File: config.mk
export PLATFORM = sky130hd
export DESIGN_NAME = program_sequencer
export DESIGN_NICKNAME = d
export VERILOG_FILES = /design/src/rtl/seq_pkg.sv /design/src/rtl/seq_skip_eval.sv /design/src/rtl/seq_pc_unit.sv /design/src/rtl/seq_ret_stack.sv /design/src/rtl/program_sequencer.sv
export SDC_FILE = /design/constraint.sdc
export NUM_CORES = 1
export LEC_CHECK = 0
export ABC_AREA = 0
export BUFFER_PORTS_ARGS = -buffer_cell sky130_fd_sc_hd__buf_4
export CAP_MARGIN = 20
export CORE_ASPECT_RATIO = 0.7
export CORE_MARGIN = 1
export CORE_UTILIZATION = 45
export CTS_CLUSTER_SIZE = 12
export DETAILED_ROUTE_END_ITERATION = 12
export PLACE_DENSITY_LB_ADDON = 0.12
export SKIP_CTS_REPAIR_TIMING = 1
export SYNTH_ARGS = -nofsm -noshare
export SYNTH_HDL_FRONTEND = slang
export SYNTH_SLANG_ARGS = --single-unit
File: constraint.sdc
create_clock -name clk -period 1.8 [get_ports clk]
set_clock_uncertainty 0.15 [all_clocks]
set_input_delay 0.36 -clock clk [delete_from_list [all_inputs] [get_ports clk]]
set_output_delay 0.36 -clock clk [all_outputs]
set_load 0.02 [all_outputs]
File: src/rtl/seq_pkg.sv
package seq_pkg;
  localparam int unsigned PC_W   = 11;
  localparam int unsigned IMM_W  = 8;
  localparam int unsigned PAGE_W = 2;
  localparam int unsigned DAT_W  = 8;
  localparam int unsigned IDX_W  = $clog2(DAT_W);

  typedef logic [PC_W-1:0]   pc_t;
  typedef logic [IMM_W-1:0]  imm_t;
  typedef logic [PAGE_W-1:0] page_t;

  // next sequential address, modulo program space
  function automatic pc_t pc_step(input pc_t cur);
    return cur + pc_t'(1);
  endfunction

  // page bits on top, one forced zero, then the immediate
  function automatic pc_t call_dest(input page_t pg, input imm_t k);
    return {pg, 1'b0, k};
  endfunction

  function automatic logic bit_pick(input logic [DAT_W-1:0] d,
                                    input logic [IDX_W-1:0] i);
    return d[i];
  endfunction
endpackage

File: src/rtl/seq_skip_eval.sv
module seq_skip_eval
  import seq_pkg::*;
(
  input  logic             clk,
  input  logic             rst,
  input  logic             slot_nop,
  input  logic             ctl_skip,
  input  logic             ctl_call,
  input  logic [DAT_W-1:0] tst_data,
  input  logic [IDX_W-1:0] tst_idx,
  output logic             call_go,
  output logic             skip_go
);
  logic slot_ok;
  logic bit_hit;

  always_comb begin
    slot_ok = !slot_nop;
    bit_hit = bit_pick(tst_data, tst_idx);
    call_go = slot_ok && ctl_call;
    skip_go = slot_ok && ctl_skip && !ctl_call && bit_hit;
  end

  // a clear bit never produces a skip
  a_r3_clear_no_skip: assert property (@(posedge clk) disable iff (rst)
    (ctl_skip && !tst_data[tst_idx]) |-> !skip_go);
  // a NOP slot launches nothing
  a_r8_nop_inert: assert property (@(posedge clk) disable iff (rst)
    slot_nop |-> (!call_go && !skip_go));
endmodule

File: src/rtl/seq_pc_unit.sv
module seq_pc_unit
  import seq_pkg::*;
#(
  parameter pc_t RESET_VEC = '1
)(
  input  logic  clk,
  input  logic  rst,
  input  logic  call_go,
  input  logic  skip_go,
  input  page_t page_sel,
  input  imm_t  imm,
  output pc_t   pc_q,
  output logic  nop_q
);
  pc_t  pc_d;
  logic nop_d;

  always_comb begin
    pc_d  = call_go ? call_dest(page_sel, imm) : pc_step(pc_q);
    nop_d = call_go || skip_go;
  end

  always_ff @(posedge clk) begin
    if (rst) begin
      pc_q  <= RESET_VEC;
      nop_q <= 1'b1;
    end else begin
      pc_q  <= pc_d;
      nop_q <= nop_d;
    end
  end

  // no call means the count moves on by one
  a_r2_step: assert property (@(posedge clk) disable iff (rst)
    !call_go |=> (pc_q == pc_step($past(pc_q))));
  // call target bit 8 is zero and page bits land on top
  a_r4_page: assert property (@(posedge clk) disable iff (rst)
    call_go |=> (pc_q[8] == 1'b0 && pc_q[10:9] == $past(page_sel)));
  // a call is followed by a discarded slot
  a_r7_call_nop: assert property (@(posedge clk) disable iff (rst)
    call_go |=> nop_q);
  // taken skip discards the next slot
  a_r3_skip_nop: assert property (@(posedge clk) disable iff (rst)
    skip_go |=> nop_q);
endmodule

File: src/rtl/seq_ret_stack.sv
module seq_ret_stack
  import seq_pkg::*;
#(
  parameter int unsigned DEPTH = 2
)(
  input  logic clk,
  input  logic rst,
  input  logic push,
  input  pc_t  push_val,
  output pc_t  top,
  output pc_t  second
);
  pc_t ent [DEPTH];

  for (genvar g = 0; g < DEPTH; g++) begin : g_ent
    if (g == 0) begin : g_head
      always_ff @(posedge clk) begin
        if (rst)       ent[g] <= '0;
        else if (push) ent[g] <= push_val;
      end
    end else begin : g_tail
      always_ff @(posedge clk) begin
        if (rst)       ent[g] <= '0;
        else if (push) ent[g] <= ent[g-1];
      end
    end
  end

  assign top    = ent[0];
  assign second = ent[1];

  // pushed value appears on top
  a_r5_push: assert property (@(posedge clk) disable iff (rst)
    push |=> (top == $past(push_val)));
  // old top shifts down on push, entries hold otherwise
  a_r6_shift: assert property (@(posedge clk) disable iff (rst)
    push |=> (second == $past(top)));
  a_r6_hold: assert property (@(posedge clk) disable iff (rst)
    !push |=> ($stable(top) && $stable(second)));
endmodule

File: src/rtl/program_sequencer.sv
module program_sequencer
  import seq_pkg::*;
#(
  parameter int unsigned STK_DEPTH = 2,
  parameter logic [10:0] RESET_VEC = 11'h7FF
)(
  input  logic        clk,
  input  logic        rst,
  input  logic        ctl_skip,
  input  logic        ctl_call,
  input  logic [7:0]  tst_data,
  input  logic [2:0]  tst_idx,
  input  logic [7:0]  imm,
  input  logic [1:0]  page_sel,
  output logic [10:0] fetch_addr,
  output logic        nop_slot,
  output logic [10:0] ret_top,
  output logic [10:0] ret_next
);
  logic call_go;
  logic skip_go;
  pc_t  pc_q;
  logic nop_q;
  pc_t  ret_addr;

  seq_skip_eval u_eval (
    .clk      (clk),
    .rst      (rst),
    .slot_nop (nop_q),
    .ctl_skip (ctl_skip),
    .ctl_call (ctl_call),
    .tst_data (tst_data),
    .tst_idx  (tst_idx),
    .call_go  (call_go),
    .skip_go  (skip_go)
  );

  seq_pc_unit #(.RESET_VEC(RESET_VEC)) u_pc (
    .clk      (clk),
    .rst      (rst),
    .call_go  (call_go),
    .skip_go  (skip_go),
    .page_sel (page_sel),
    .imm      (imm),
    .pc_q     (pc_q),
    .nop_q    (nop_q)
  );

  // in a valid slot the fetch counter already holds call address + 1
  assign ret_addr = pc_q;

  seq_ret_stack #(.DEPTH(STK_DEPTH)) u_stk (
    .clk      (clk),
    .rst      (rst),
    .push     (call_go),
    .push_val (ret_addr),
    .top      (ret_top),
    .second   (ret_next)
  );

  assign fetch_addr = pc_q;
  assign nop_slot   = nop_q;

  // a discarded slot is always followed by a valid one
  a_r8_single_nop: assert property (@(posedge clk) disable iff (rst)
    nop_slot |=> !nop_slot);
  // call beats skip when both are requested
  a_r9_call_wins: assert property (@(posedge clk) disable iff (rst)
    (!nop_slot && ctl_call && ctl_skip) |=> (fetch_addr == call_dest($past(page_sel), $past(imm))));
  // reset lands on the reset vector with a discarded slot
  a_r1_reset: assert property (@(posedge clk)
    rst |=> (fetch_addr == RESET_VEC && nop_slot));
endmodule

==> summary.txt <==
Die
  – # rows: 16
  – I/O pin count: just under 60
  – Height of the die: 49.3 um
  – Die width: slightly below 70 um
  – Core area: between 2000 and 3000 sq um
  – Die area: 3430 sq um
  – Initial Util: 0.493

Power and ir drop
  – Peak supply drop: 0.586 mV
  – Pleak: 0.895 nW
  – Pint: between 0.001 and 0.0015 W
  – Switching Fraction: 0.309
  – Combinational power share: 0.273
  – P_sw: 0.000658 W
  – Power density cells: 1060 nW/um^2
  – Clock power share: 0.247
  – Seq pwr share: 0.480

STA
  – Tcrit/Tclk final: 0.901
  – Final setup TNS: 0 ps
  – Setup-failing EPs final: 0
  – Worst Tran Pin Value: 609 ps
  – Max Clk Rate: 616 MHz
  – Fin crit period: 1620 ps
  – RSZ-0062 raised after global routing: no
  – Final Max Tran Viols: 0
  – Worst setup margin: 177 ps
  – Final hold violations: 0
  – Slew headroom: 0.593

Global route
  – Vias in the first global route: 1008
  – Top Usage Layer GRT: met2
  – Initial antenna violation count: 0
  – GRT overflow: 0
  – GR Util met2: 0.264
  – GR Layer Usage met1: 0.193
  – All-layer global routing usage: 0.166
  – First-pass GRT wire length: 4330 um
  – Grt met3 use: 0.0744
  – Largest net degree at the start of global routing: 21

Drt
  – DRT antenna net count: 0
  – Total wire length: 2690 um
  – Remaining DRCs: 0
  – Wire per inst: 12.2 um
  – Via density: 4.85
  – Iter 0 DRT Violations: 51
  – Initial DRT Pass Iterations: 4
  – DR vias: 1068

Placement
  – RePlAce Congestion: 0.785
  – IO buf count: 58
  – Place WS: -59.1 ps
  – HPWL after detailed placement: around 1900 um

Clock tree
  – Clk sinks: 34
  – Num CTS Buffers: 5
  – Clk slew on worst S/H paths: 60 ps
  – H-Tree Depth: 2
  – Clk buf depth: 2
  – CTS tree: yes
  – Worst skew pair latency: 280 ps
  – Root Driver: clkbuf_8

Min path
  – Hold Crit Depth: 2
  – Worst min-delay path category: in -> reg
  – Hold wc startpoint: imm[1]
  – Worst Hold Endpoint: u_pc.pc_q[1]

Layout
  – Ant. Diodes: 0
  – Most frequent cells in the layout: 60 x buf_4, 22 x edfxtp_1, 19 x and2_1
  – Area growth syn-to-layout: 39.1%
  – NumNets Final: 209
  – Share of layout cells above drive strength 1: 0.391
  – Leading cell type in the layout, fill and taps excluded: buf_4

Synthesis
  – Net Count, Synth: roughly 150
  – Synthesis-stage register bit count: 34
  – Synth Instances: 120
  – Ys Warns: 0
  – Sequential area share after synthesis: 0.626
  – Mapped cell area: around 1400 sq um
  – Mean area per synthesized cell: 12.0 sq um
  – Synth cell types: 28

Setup path
  – Flop2flop setup slack: roughly 180 ps
  – CP max FO: 7
  – Buf/Inv on CP: 0
  – CP required: 1830 ps
  – Worst path max stage delay: about 440 ps
  – Crit. End Element: flip-flop
  – WS Path Type: reg -> reg
  – Crit path cell chain: ha_1 > nand2_1 > nor3_1 > xor2_1 > a21o_1
  – Top Family by Delay on Critical Path: flip-flops
  – Reg2Reg Capture Point: u_pc.pc_q[8]
  – Slowest-stage cell, CP: dfxtp_1
  – Critical Path Start Type: flip-flop
  – Crit path DAT: 1650 ps
  – RR Startpoint: u_pc.pc_q[0]
  – FF-to-FF path depth: 5

Outcome
  – Status: complete, no violations

Run
  – Max cap viols: 0
==> worst register-to-register path: stages (launching register included) <==
cell and delay (ps):
dfxtp_1 440, ha_1 260, nand2_1 140, nor3_1 220
xor2_1 110, a21o_1 200
==> power groups by stage <==
stage               registers, W  clock network [W]  logic, W
global route             0.00103           0.000566  0.000628
detailed placement       0.00104                  0  0.000580
floorplan                0.00114                  0  0.000245
CTS                      0.00102           0.000540  0.000584
finish                   0.00102           0.000526  0.000580
global placement         0.00103                  0  0.000571
==> stage by stage <==
step	instances	utilization	hold slack, ps	power, W	instance area, sq um
CTS	220	0.685	135	0.00215	2000
floorplan	120	-	296	0.00138	1440
global placement	212	0.657	372	0.00161	1920
detailed placement	212	0.657	373	0.00162	1920
global route	220	0.685	142	0.00223	2000
finish	220	0.685	142	0.00213	2000
==> final cells by class <==
cell class,count,area (sq um)
Clock buffer,7,76.3
Clock inverter,1,3.75
Fill cell,245,920
Inverter,4,15.0
Multi-Input combinational cell,78,512
Sequential cell,34,901
Tap cell,36,45.0
Timing Repair Buffer,60,450
==> cells by family after synthesis <==
logic type,after synthesis,share of synthesized area
buf+inv,8,0.0208
compound gates,14,0.0565
fa+ha+maj,1,0.00869
flops,34,0.626
mux,3,0.0295
simple gates,52,0.210
xor+xnor,8,0.0487
==> routing by layer <==
layer / vias to the layer above / part of all wire / wire, um
met5: - / 0 / 0
met4: 0 / 0.015 / 40
met3: 6 / 0.075 / 201
met2: 44 / 0.46 / 1240
met1: 480 / 0.45 / 1210
li1: 538 / - / -
==> how the worst max path moves through the flow <==
stage                                 end  slack [ps]  cells past startpoint          from
after global placement    u_stk.ent[0][2]          60                      4      ctl_call
after floorplan              u_pc.pc_q[1]         210                      4    u_pc.nop_q
after detailed placement  u_stk.ent[0][2]         -60                      4      ctl_call
after CTS                 u_stk.ent[0][2]         -20                      3    u_pc.nop_q
after global routing         u_pc.pc_q[8]          80                      5  u_pc.pc_q[0]
final                        u_pc.pc_q[8]         180                      5  u_pc.pc_q[0]
==> cell usage after synthesis (all sizes together) <==
master  instances  share of area
and2           20          0.088
dfxtp          12           0.17
nand3b          1         0.0052
a21o            1         0.0052
o21ai           2         0.0070
nor2           13          0.034
o22a            1         0.0061
clkbuf          4          0.010
inv             4          0.010
or3             1         0.0043
a31oi           1         0.0043
a21oi           9          0.034
edfxtp         22           0.46
mux4            1          0.016
xnor2           5          0.030
or2             1         0.0043
ha              1         0.0087
nand2           3         0.0078
nand2b          1         0.0043
xor2            3          0.018
nor3            4          0.014
nand3           6          0.030
nor4            1          0.015
nand4           1         0.0043
mux2i           2          0.014
==> state kept, by name, indices dropped and copies added (netlist names) <==
signal / count
u_pc.nop_q: 1
u_pc.pc_q: 11
u_stk.ent: 22
Power figures use the tool's default switching activity.
